## src/rtl/disp_sel_mintree.sv

```systemverilog
module disp_sel_mintree #(
    parameter int N = 4,
    parameter int W = 16,
    localparam int IW = (N > 1) ? $clog2(N) : 1
) (
    input  logic [N*W-1:0] vals,
    output logic [W-1:0]   min_val,
    output logic [IW-1:0]  min_idx
);
    localparam int LEAVES = 1 << IW;
    localparam int NODES  = 2 * LEAVES - 1;

    logic [W-1:0]  nv [NODES];
    logic [IW-1:0] ni [NODES];

    // leaves; unused padding leaves hold the largest value
    for (genvar j = 0; j < LEAVES; j++) begin : g_leaf
        if (j < N) begin : g_real
            assign nv[LEAVES-1+j] = vals[j*W +: W];
        end else begin : g_pad
            assign nv[LEAVES-1+j] = '1;
        end
        assign ni[LEAVES-1+j] = IW'(j);
    end

    // inner nodes: left child (lower index) wins a tie
    for (genvar n = 0; n < LEAVES - 1; n++) begin : g_node
        assign nv[n] = (nv[2*n+2] < nv[2*n+1]) ? nv[2*n+2] : nv[2*n+1];
        assign ni[n] = (nv[2*n+2] < nv[2*n+1]) ? ni[2*n+2] : ni[2*n+1];
    end

    assign min_val = nv[0];
    assign min_idx = ni[0];
endmodule

```

## src/rtl/disp_sel_ctrl.sv

```systemverilog
module disp_sel_ctrl #(
    parameter int NUM_DISP = 16,
    parameter int GROUP    = 4,
    parameter int DEPTH    = 7,
    parameter int DISP_W   = 4,
    parameter int ADDR_W   = 3
) (
    input  logic              clk,
    input  logic              rst,
    input  logic              in_valid,
    output logic [DISP_W-1:0] base,
    output logic [ADDR_W-1:0] addr,
    output logic              first,
    output logic              last
);
    localparam logic [DISP_W-1:0] TOP_BASE = DISP_W'(NUM_DISP - GROUP);
    localparam logic [DISP_W-1:0] STEP     = DISP_W'(GROUP);
    localparam logic [ADDR_W-1:0] ADDR_END = ADDR_W'(DEPTH - 1);

    typedef struct packed {
        logic [DISP_W-1:0] base;
        logic [ADDR_W-1:0] addr;
    } ctrl_t;

    ctrl_t st_d, st_q;

    always_comb begin
        st_d = st_q;
        if (in_valid) begin
            if (st_q.addr == ADDR_END) begin
                st_d.addr = '0;
                st_d.base = (st_q.base == '0) ? TOP_BASE : st_q.base - STEP;
            end else begin
                st_d.addr = st_q.addr + 1'b1;
            end
        end
    end

    always_ff @(posedge clk) begin
        if (rst) begin
            st_q <= '{base: TOP_BASE, addr: '0};
        end else begin
            st_q <= st_d;
        end
    end

    assign base  = st_q.base;
    assign addr  = st_q.addr;
    assign first = (st_q.base == TOP_BASE);
    assign last  = (st_q.base == '0);
endmodule

```

## src/rtl/disp_sel_rowbuf.sv

```systemverilog
module disp_sel_rowbuf #(
    parameter int DEPTH  = 7,
    parameter int ADDR_W = 3,
    parameter int DATA_W = 84
) (
    input  logic              clk,
    input  logic              wr_en,
    input  logic [ADDR_W-1:0] addr,
    input  logic [DATA_W-1:0] wr_data,
    output logic [DATA_W-1:0] rd_data
);
    logic [DATA_W-1:0] mem [DEPTH];

    assign rd_data = mem[addr];

    always_ff @(posedge clk) begin
        if (wr_en) begin
            mem[addr] <= wr_data;
        end
    end
endmodule

```

## src/rtl/disp_sel_merge.sv

```systemverilog
module disp_sel_merge #(
    parameter int NUM_DISP = 16,
    parameter int GROUP    = 4,
    parameter int SAD_W    = 16,
    parameter int DISP_W   = 4,
    localparam int REC_W   = DISP_W + 5 * SAD_W
) (
    input  logic [DISP_W-1:0]      base,
    input  logic                   first,
    input  logic [REC_W-1:0]       rec_rd,
    input  logic [GROUP*SAD_W-1:0] grp,
    output logic [REC_W-1:0]       rec_wr
);
    localparam int IW = (GROUP > 1) ? $clog2(GROUP) : 1;
    localparam logic [SAD_W-1:0] ONES = '1;

    typedef struct packed {
        logic [DISP_W-1:0] disp;
        logic [SAD_W-1:0]  best;
        logic [SAD_W-1:0]  lo;
        logic [SAD_W-1:0]  hi;
        logic [SAD_W-1:0]  extra;   // lane-0 SAD of the previous group
        logic [SAD_W-1:0]  runner;
    } rec_t;

    rec_t              held, nxt;
    logic [SAD_W-1:0]  g [GROUP];
    logic [SAD_W-1:0]  gmin, rmin, old_min;
    logic [IW-1:0]     k, kp1, km1;
    logic              take, adj_prev, k_top;
    logic [GROUP-1:0]  mask;

    for (genvar i = 0; i < GROUP; i++) begin : g_lane
        assign g[i] = grp[i*SAD_W +: SAD_W];
    end

    disp_sel_mintree #(.N(GROUP), .W(SAD_W)) u_win (
        .vals    (grp),
        .min_val (gmin),
        .min_idx (k)
    );

    // decision and runner-up lane mask
    always_comb begin
        held = first ? '{disp: '0, best: ONES, lo: ONES, hi: ONES, extra: ONES, runner: ONES}
                     : rec_t'(rec_rd);
        adj_prev = !first && ({1'b0, held.disp} == ({1'b0, base} + (DISP_W+1)'(GROUP)));
        take  = first || (gmin < held.best);
        k_top = (int'(k) == GROUP - 1);
        mask  = '1;
        if (take) begin
            for (int i = 0; i < GROUP; i++) begin
                if ((i >= int'(k) - 1) && (i <= int'(k) + 1)) mask[i] = 1'b0;
            end
        end else if (adj_prev) begin
            mask[GROUP-1] = 1'b0;
        end
    end

    // smallest SAD in the group among lanes not next to the winner
    always_comb begin
        rmin = ONES;
        for (int i = 0; i < GROUP; i++) begin
            if (mask[i] && (g[i] < rmin)) rmin = g[i];
        end
    end

    always_comb begin
        kp1 = k_top ? k : k + 1'b1;
        km1 = (k == '0) ? k : k - 1'b1;
        nxt = held;
        nxt.extra = g[0];
        if (take) begin
            nxt.disp = base + DISP_W'(k);
            nxt.best = gmin;
            nxt.hi   = k_top ? held.extra : g[kp1];
            nxt.lo   = (k == '0) ? ONES : g[km1];           // R4, filled next pass
            if (k_top && adj_prev) begin
                old_min = (held.runner < held.hi) ? held.runner : held.hi;
            end else begin
                old_min = held.best;
            end
            nxt.runner = (rmin < old_min) ? rmin : old_min;
        end else begin
            old_min = held.runner;
            if (adj_prev) nxt.lo = g[GROUP-1];
            nxt.runner = (rmin < old_min) ? rmin : old_min;
        end
    end

    assign rec_wr = nxt;
endmodule

```

## src/rtl/disp_sel_top.sv

```systemverilog
module disp_sel_top #(
    parameter int NUM_DISP = 16,
    parameter int GROUP    = 4,
    parameter int SAD_W    = 16,
    parameter int IMG_W    = 24,
    parameter int WIN      = 3,
    localparam int DISP_W  = $clog2(NUM_DISP)
) (
    input  logic                   clk,
    input  logic                   rst,
    input  logic                   in_valid,
    input  logic [GROUP*SAD_W-1:0] in_sad,
    output logic                   out_valid,
    output logic [DISP_W-1:0]      out_disp,
    output logic [SAD_W-1:0]       out_best,
    output logic [SAD_W-1:0]       out_lo,
    output logic [SAD_W-1:0]       out_hi,
    output logic [SAD_W-1:0]       out_runner
);
    localparam int DEPTH  = IMG_W - (NUM_DISP - 1) - (WIN - 1);
    localparam int ADDR_W = (DEPTH > 1) ? $clog2(DEPTH) : 1;
    localparam int REC_W  = DISP_W + 5 * SAD_W;

    typedef struct packed {
        logic [DISP_W-1:0] disp;
        logic [SAD_W-1:0]  best;
        logic [SAD_W-1:0]  lo;
        logic [SAD_W-1:0]  hi;
        logic [SAD_W-1:0]  extra;
        logic [SAD_W-1:0]  runner;
    } rec_t;

    typedef struct packed {
        logic              valid;
        logic [DISP_W-1:0] disp;
        logic [SAD_W-1:0]  best;
        logic [SAD_W-1:0]  lo;
        logic [SAD_W-1:0]  hi;
        logic [SAD_W-1:0]  runner;
    } out_t;

    logic [DISP_W-1:0] base;
    logic [ADDR_W-1:0] addr;
    logic              first, last;
    logic [REC_W-1:0]  rec_rd, rec_wr;
    rec_t              rec_new;
    out_t              out_d, out_q;

    disp_sel_ctrl #(
        .NUM_DISP (NUM_DISP), .GROUP (GROUP), .DEPTH (DEPTH),
        .DISP_W (DISP_W), .ADDR_W (ADDR_W)
    ) u_ctrl (
        .clk (clk), .rst (rst), .in_valid (in_valid),
        .base (base), .addr (addr), .first (first), .last (last)
    );

    disp_sel_rowbuf #(.DEPTH (DEPTH), .ADDR_W (ADDR_W), .DATA_W (REC_W)) u_buf (
        .clk     (clk),
        .wr_en   (in_valid && !last),
        .addr    (addr),
        .wr_data (rec_wr),
        .rd_data (rec_rd)
    );

    disp_sel_merge #(
        .NUM_DISP (NUM_DISP), .GROUP (GROUP), .SAD_W (SAD_W), .DISP_W (DISP_W)
    ) u_merge (
        .base (base), .first (first), .rec_rd (rec_rd), .grp (in_sad), .rec_wr (rec_wr)
    );

    assign rec_new = rec_t'(rec_wr);

    always_comb begin
        out_d       = out_q;
        out_d.valid = in_valid && last;
        if (in_valid && last) begin
            out_d.disp   = rec_new.disp;
            out_d.best   = rec_new.best;
            out_d.lo     = rec_new.lo;
            out_d.hi     = rec_new.hi;
            out_d.runner = rec_new.runner;
        end
    end

    always_ff @(posedge clk) begin
        if (rst) begin
            out_q <= '0;
        end else begin
            out_q <= out_d;
        end
    end

    assign out_valid  = out_q.valid;
    assign out_disp   = out_q.disp;
    assign out_best   = out_q.best;
    assign out_lo     = out_q.lo;
    assign out_hi     = out_q.hi;
    assign out_runner = out_q.runner;
endmodule

```

## config.mk

```make
export PLATFORM = sky130hd
export DESIGN_NAME = disp_sel_top
export DESIGN_NICKNAME = d
export VERILOG_FILES = /design/src/rtl/disp_sel_mintree.sv /design/src/rtl/disp_sel_ctrl.sv /design/src/rtl/disp_sel_rowbuf.sv /design/src/rtl/disp_sel_merge.sv /design/src/rtl/disp_sel_top.sv
export SDC_FILE = /design/constraint.sdc
export NUM_CORES = 1
export LEC_CHECK = 0
export BUFFER_PORTS_ARGS = -buffer_cell sky130_fd_sc_hd__buf_2
export CORE_ASPECT_RATIO = 1.4
export CORE_MARGIN = 2
export CORE_UTILIZATION = 30
export CTS_CLUSTER_SIZE = 16
export DETAILED_ROUTE_END_ITERATION = 8
export PLACE_DENSITY = 0.53
export SLEW_MARGIN = 20
export SYNTH_ARGS = -nofsm -noshare
export SYNTH_HDL_FRONTEND = slang
export SYNTH_SLANG_ARGS = --single-unit
```

## constraint.sdc

```tcl
create_clock -name clk -period 18.2 [get_ports clk]
set_input_delay 1.82 -clock clk [delete_from_list [all_inputs] [get_ports clk]]
set_output_delay 1.82 -clock clk [all_outputs]
set_load 0.05 [all_outputs]
```

# Yosys cells after proc, flatten, opt, wreduce, memory -nomap -nowiden
# Memories as Yosys holds them, arrays and structs flattened. A register that Yosys moved wholly into a read port is not among the register bits.
# Cells that the tools add are included.
[op_classes] add_sub_neg=8 mul=0 div_mod_pow=0 order_cmp=21 n_eq_ne=4 shifts=0 muxes=44 bitwise=2 reduce_logical=18
[ops] op="two-way mux 16 bit" count=22
[ops] op="< comparator 16 bit" count=10
[ops] op="two-way mux 84 bit" count=1
[ops] op="binary-select mux 16 bit (select 2 bit)" count=2
[ops] op="greater-or-equal comparator 3 x 32 -> 1 bit, first input constant" count=2
[ops] op="less-or-equal comparator 3 x 32 -> 1 bit, first input constant" count=2
[ops] op="greater-or-equal comparator 1 x 32 -> 1 bit, first input constant" count=1
[ops] op="greater-or-equal comparator 2 x 32 -> 1 bit, first input constant" count=1
[ops] op="less-or-equal comparator 1 x 32 -> 1 bit, first input constant" count=1
[ops] op="less-or-equal comparator 2 x 32 -> 1 bit, first input constant" count=1
[ops] op="two-way mux 20 bit" count=1
[ops] op="< comparator 16 bit, second input constant" count=1
[ops] op="logical AND 1 bit" count=12
[ops] op="two-way mux 3 bit" count=4
[ops] op="two-way mux 1 bit" count=10
[ops] op="greater-or-equal comparator 3 bit, second input constant" count=2
[ops] op="two-way mux 2 bit" count=3
[ops] op="inverter 2 -> 3 bit" count=2
[ops] op="adder 4 x 3 -> 5 bit, second input constant" count=1
[ops] op="equality test 4 x 5 -> 1 bit" count=1
[ops] op="adder 4 x 2 -> 4 bit" count=1
[ops] op="equality test 4 bit, second input constant" count=1
[ops] op="logical NOT 4 bit" count=1
[ops] op="two-way mux 4 bit" count=1
[ops] op="other kinds (12)" count=13
[word_totals] reg_bits=76 latchBits=0 ram_bits=588 mem_bits_ro=0 in_bits=67 out_inout_bits=69 memories=1
[memory_table] name="u_buf.mem" depth=7 word_bits=84 rd=1 rd_clocked_by_memory_dff=1 write_ports=1 line="disp_sel_rowbuf.sv:12" text="logic [DATA_W-1:0] mem [DEPTH];"

# Longest topological paths before layout
[logic_depth] ltp_word=23 ltp_mapped=85 ltp_nobuf=74

# Cells and area by module
# From an unflattened synthesis, not the netlist that was laid out.
[hier_totals] hier_cells=2806 area_unflattened_um2=34047.7
[by_module_without_submodules] mod="disp_sel_rowbuf" n_inst=1 cells_each=1252 area_each_um2=22609.2 seq_area_each_um2=17656.9
[by_module_without_submodules] mod="disp_sel_merge" n_inst=1 cells_each=996 area_each_um2=6476.2 seq_area_each_um2=0.0
[by_module_without_submodules] mod="disp_sel_top" n_inst=1 cells_each=314 area_each_um2=2996.6 seq_area_each_um2=1381.3
[by_module_without_submodules] mod="disp_sel_mintree" n_inst=1 cells_each=212 area_each_um2=1690.4 seq_area_each_um2=0.0
[by_module_without_submodules] mod="disp_sel_ctrl" n_inst=1 cells_each=32 area_each_um2=275.3 seq_area_each_um2=100.1

# Worst setup path before layout
# No wires, ideal clock.
[synth_timing] kind="in2reg" startpoint="input in_sad[33]" endpoint="memory u_buf.mem[0][8] (data pin)" setup_time_ns=0.301 t_arrival_ns=16.494 required_ns=17.899 setup_slack_ns=1.405 cell_stages=78 cell_sequence="inv_1 > ha_1 > a2111o_1 > a31oi_1 > and2_1 > buf_2 > buf_1 > nand2_1 > o21ai_0 > ha_1 > a211oi_1 > o211ai_1 > a221oi_1 > and2_1 > a41oi_4 > clkbuf_1 > clkbuf_1 > nor2_1 > (+42 left out) > a221oi_1 > nand3_1 > or4_1 > buf_2 > and3_4 > buf_6 > a21oi_2 > ha_1 > a21o_1 > a21o_1 > a21oi_1 > o21ai_0 > a2111oi_0 > and4b_1 > a21oi_2 > buf_4 > mux2i_1 > nand3_1"
[synth_rtl] item="start, declared" line="disp_sel_top.sv:12" text="input logic [GROUP*SAD_W-1:0] in_sad,"
[synth_rtl] item="end, declared" line="disp_sel_rowbuf.sv:12"

==> out/metrics.cfg <==
[timing]
setup_viol = 0
worstMarginPinSlew_ns = 0.999
report.final.slew_viol_count = 0
fin_crit_sh_pct = 92.3
fin_crit_ns = 16.80
clock_skew_ns = 0.0203
fin_ws_ns = 1.40
grt_setup_unrepaired = no
fmax_ghz = 0.0595
worst_slew_margin_rel_pct = 33.3
hold_viol = 0

[cts]
clock_path_buffers = 3
numCtsBuffers = 60
cts_root_buffer = clkbuf_16
worst_skew_pair.late_latency_ns = 0.65
htree_levels = 2
cts_tree = built
clk_pin_slew_ns = 0.07
clock_sinks = 665

[power]
p_sw_share_pct = 29.8
intPower_mw = 3.01
p_clk_share_pct = 29.9
power_mw = 4.28
p_comb_share_pct = 26.1
p_seq_share_pct = 44.0
power.switching_mw = 1.28
p_leak_nw = 13.6
power-per-cell-area_nw_per_um2 = 111
max-vdd-ir-drop_mv = 0.0698

[setup_path]
cpMaxStageDelayCell = a21oi_1
crit_type = input pin to flop
start_kind = input pin
cpPeakStageDelay_ns = 0.65
crit_top_cell = a21oi_1
cp_max_fo = 32
critPathArrivalTime_ns = 17.12
cp-end-kind = flop
crit_required_ns = 18.51

[floorplanning]
dieHeight_um = 395
rows = 143
die-area_sq_um = 112000
start_util_pct = 30.2
core_area_sq_um = 108000
io_pins = 136
fp.dieW_um = 283

[layout]
fill_cells = 10700
final_cell_mix = edfxtp_1, a21oi_1, nand2_1, nor2_1, buf_4
finalNetCount = 3125
area_growth_pct = 17.4
final_common_cell = edfxtp_1
drive_gt1_share_pct = 21.2
finalNonFillerCells = 4413

[grt]
grtUsageTotal_pct = 19.0
grt_pass1_wl_um = 158000
busiest_layer = met2
overflow = 0
grt_use_met3_pct = 2.53
use_met1_pct = 23.1
grt_pass1_vias = 23200
grt_max_degree = 84
antenna_found_initial = 25
met2_usage_pct = 33.3

[placed_design]
io_buffers = 135
place_inst = 4295
place_congestion = 0.979
hpwlAfterDp_um = 76000
place_ws_ns = -0.307

[yosys]
async_reset_ff_share_pct = 0
synth_warnings = 0
netlist_instances = 2663
ys_seq_area_share_pct = 58.5
synth-edff-count = 588
synth_fp_nets = 2880
ys.flop_type = edfxtp_1
syn_avg_cell_area_sq_um = 12.3
synth_seq_cells = 665
syn_area_sq_um = 32800
yosysUniqueCellTypes = 79

[drt]
wire_per_inst_um = 24.6
drc = 0
wl_um = 109000
drtIter0Drc = 1705
viasPerCell = 5.22
firstDrtPassIters = 7
ant_nets = 0
vias = 23000

[run]
maxCapViolCount = 0

[worst_hold_path]
hold_class = flop to flop

[outcome]
status = finished, final reports clean

[per-stage QoR]
step           TNS (ns)  utilization, %  cell area (sq um)  hold slack, ns
2_1_floorplan         0               -              32800           0.481
3_3_place_gp      -7.42            33.6              36400           0.442
3_5_place_dp     -25.79            33.6              36400           0.443
4_1_cts               0            35.4              38400           0.453
5_1_grt               0            35.5              38500           0.474
6_report              0            35.5              38500           0.451
[worst paths after layout]
kind / start / endpoint / slack (ns) / cells past startpoint
hold / removal: out_best[7] / out_best[7] / 0.45 / 2
setup reg to reg: flop / u_buf.mem[0][13] / 3.94 / 62
hold reg to reg: out_best[7] / out_best[7] / 0.45 / 2
setup / recovery: in_sad[1] / u_buf.mem[0][13] / 1.40 / 72
[area by class of cell]
class / instances / area [sq um] / share of cell area, %
multi-input combinational: 1756 / 12800 / 33.4
tap: 1450 / 1810 / 4.71
clock inverter: 36 / 344 / 0.894
inverter: 77 / 289 / 0.751
sequential: 665 / 19200 / 49.9
clock buffer: 76 / 1610 / 4.19
timing repair buffer: 348 / 2370 / 6.15
antenna: 5 / 12.5 / 0.0325
[flip-flops by register name, indices dropped and copies added (netlist names), named ones only]
signal	cells
out_valid	1
u_buf.mem	588
out_best	16
out_lo	16
out_hi	16
out_runner	16
u_ctrl.addr	3
u_ctrl.base	2
out_disp	4
[layer usage]
metal	wire length [um]	share of wire, %
met4	5530	5.1
met3	5330	4.9
met1	43700	40
met5	138	0.13
met2	53900	50
[critical path, delay by kind of cell]
kind / cells / cell delay, ns
muxes: 2 / 0.70
AOI/OAI and AO/OA: 32 / 7.25
and+or+nand+nor: 22 / 3.82
adders and majority gates: 7 / 2.07
buffers and inverters: 9 / 1.44
[cells in the mapped netlist, types with 3 or more instances]
cell type / instances / share of area, %
nor2b_1: 11 / 0.21
a41oi_2: 8 / 0.40
a31oi_1: 19 / 0.36
ha_1: 150 / 5.7
a221oi_1: 4 / 0.11
dfxtp_1: 77 / 4.7
o21ai_0: 144 / 2.2
a211o_1: 3 / 0.080
mux4_2: 84 / 5.8
o211ai_1: 89 / 2.0
clkbuf_1: 124 / 1.4
edfxtp_1: 588 / 54
mux2i_1: 132 / 4.0
a21oi_2: 17 / 0.45
mux2_2: 23 / 0.79
and3_1: 3 / 0.057
buf_2: 7 / 0.11
a211oi_1: 16 / 0.37
and2_1: 6 / 0.11
nand2_1: 253 / 2.9
or2_2: 4 / 0.076
nor2_1: 224 / 2.6
buf_1: 29 / 0.33
a41oi_1: 10 / 0.27
xnor2_1: 5 / 0.13
buf_6: 4 / 0.14
a2111oi_0: 3 / 0.080
nand3_1: 57 / 0.87
o21a_1: 4 / 0.092
o31ai_1: 31 / 0.71
nand3b_1: 16 / 0.37
or3_1: 3 / 0.057
a21oi_1: 288 / 4.4
a21o_1: 20 / 0.46
nand4_1: 31 / 0.59
nor3_1: 16 / 0.24
inv_1: 76 / 0.87
nand2b_1: 34 / 0.65
nor4_1: 3 / 0.057
[cells by family (layout without fill, tap and decap cells)]
kind of cell	count (synthesis)	after routing	share of synthesized area, %
AO/OA/AOI/OAI	687	687	13.0
AND/OR/NAND/NOR	673	673	9.07
flip-flops	665	665	58.5
buffers and inverters	242	537	2.90
multiplexers	239	239	10.6
adder cells (fa/ha/maj)	151	151	5.75
XOR/XNOR	5	5	0.134
other	1	6	0.0114
[repair_timing]
item,CTS,global route
hold buffers,0,0
setup endpoints to repair,0,128
setup buffers,0,1
resized for setup,0,23
[power by group through the flow]
stage | registers, mW | logic [mW] | clock network, mW
2_1_floorplan | 1.91 | 0.637 | 0
3_3_place_gp | 1.92 | 1.10 | 0
3_5_place_dp | 1.92 | 1.10 | 0
4_1_cts | 1.89 | 1.11 | 1.31
5_1_grt | 1.89 | 1.22 | 1.35
6_report | 1.89 | 1.12 | 1.28
(Power assumes the default switching activity.)
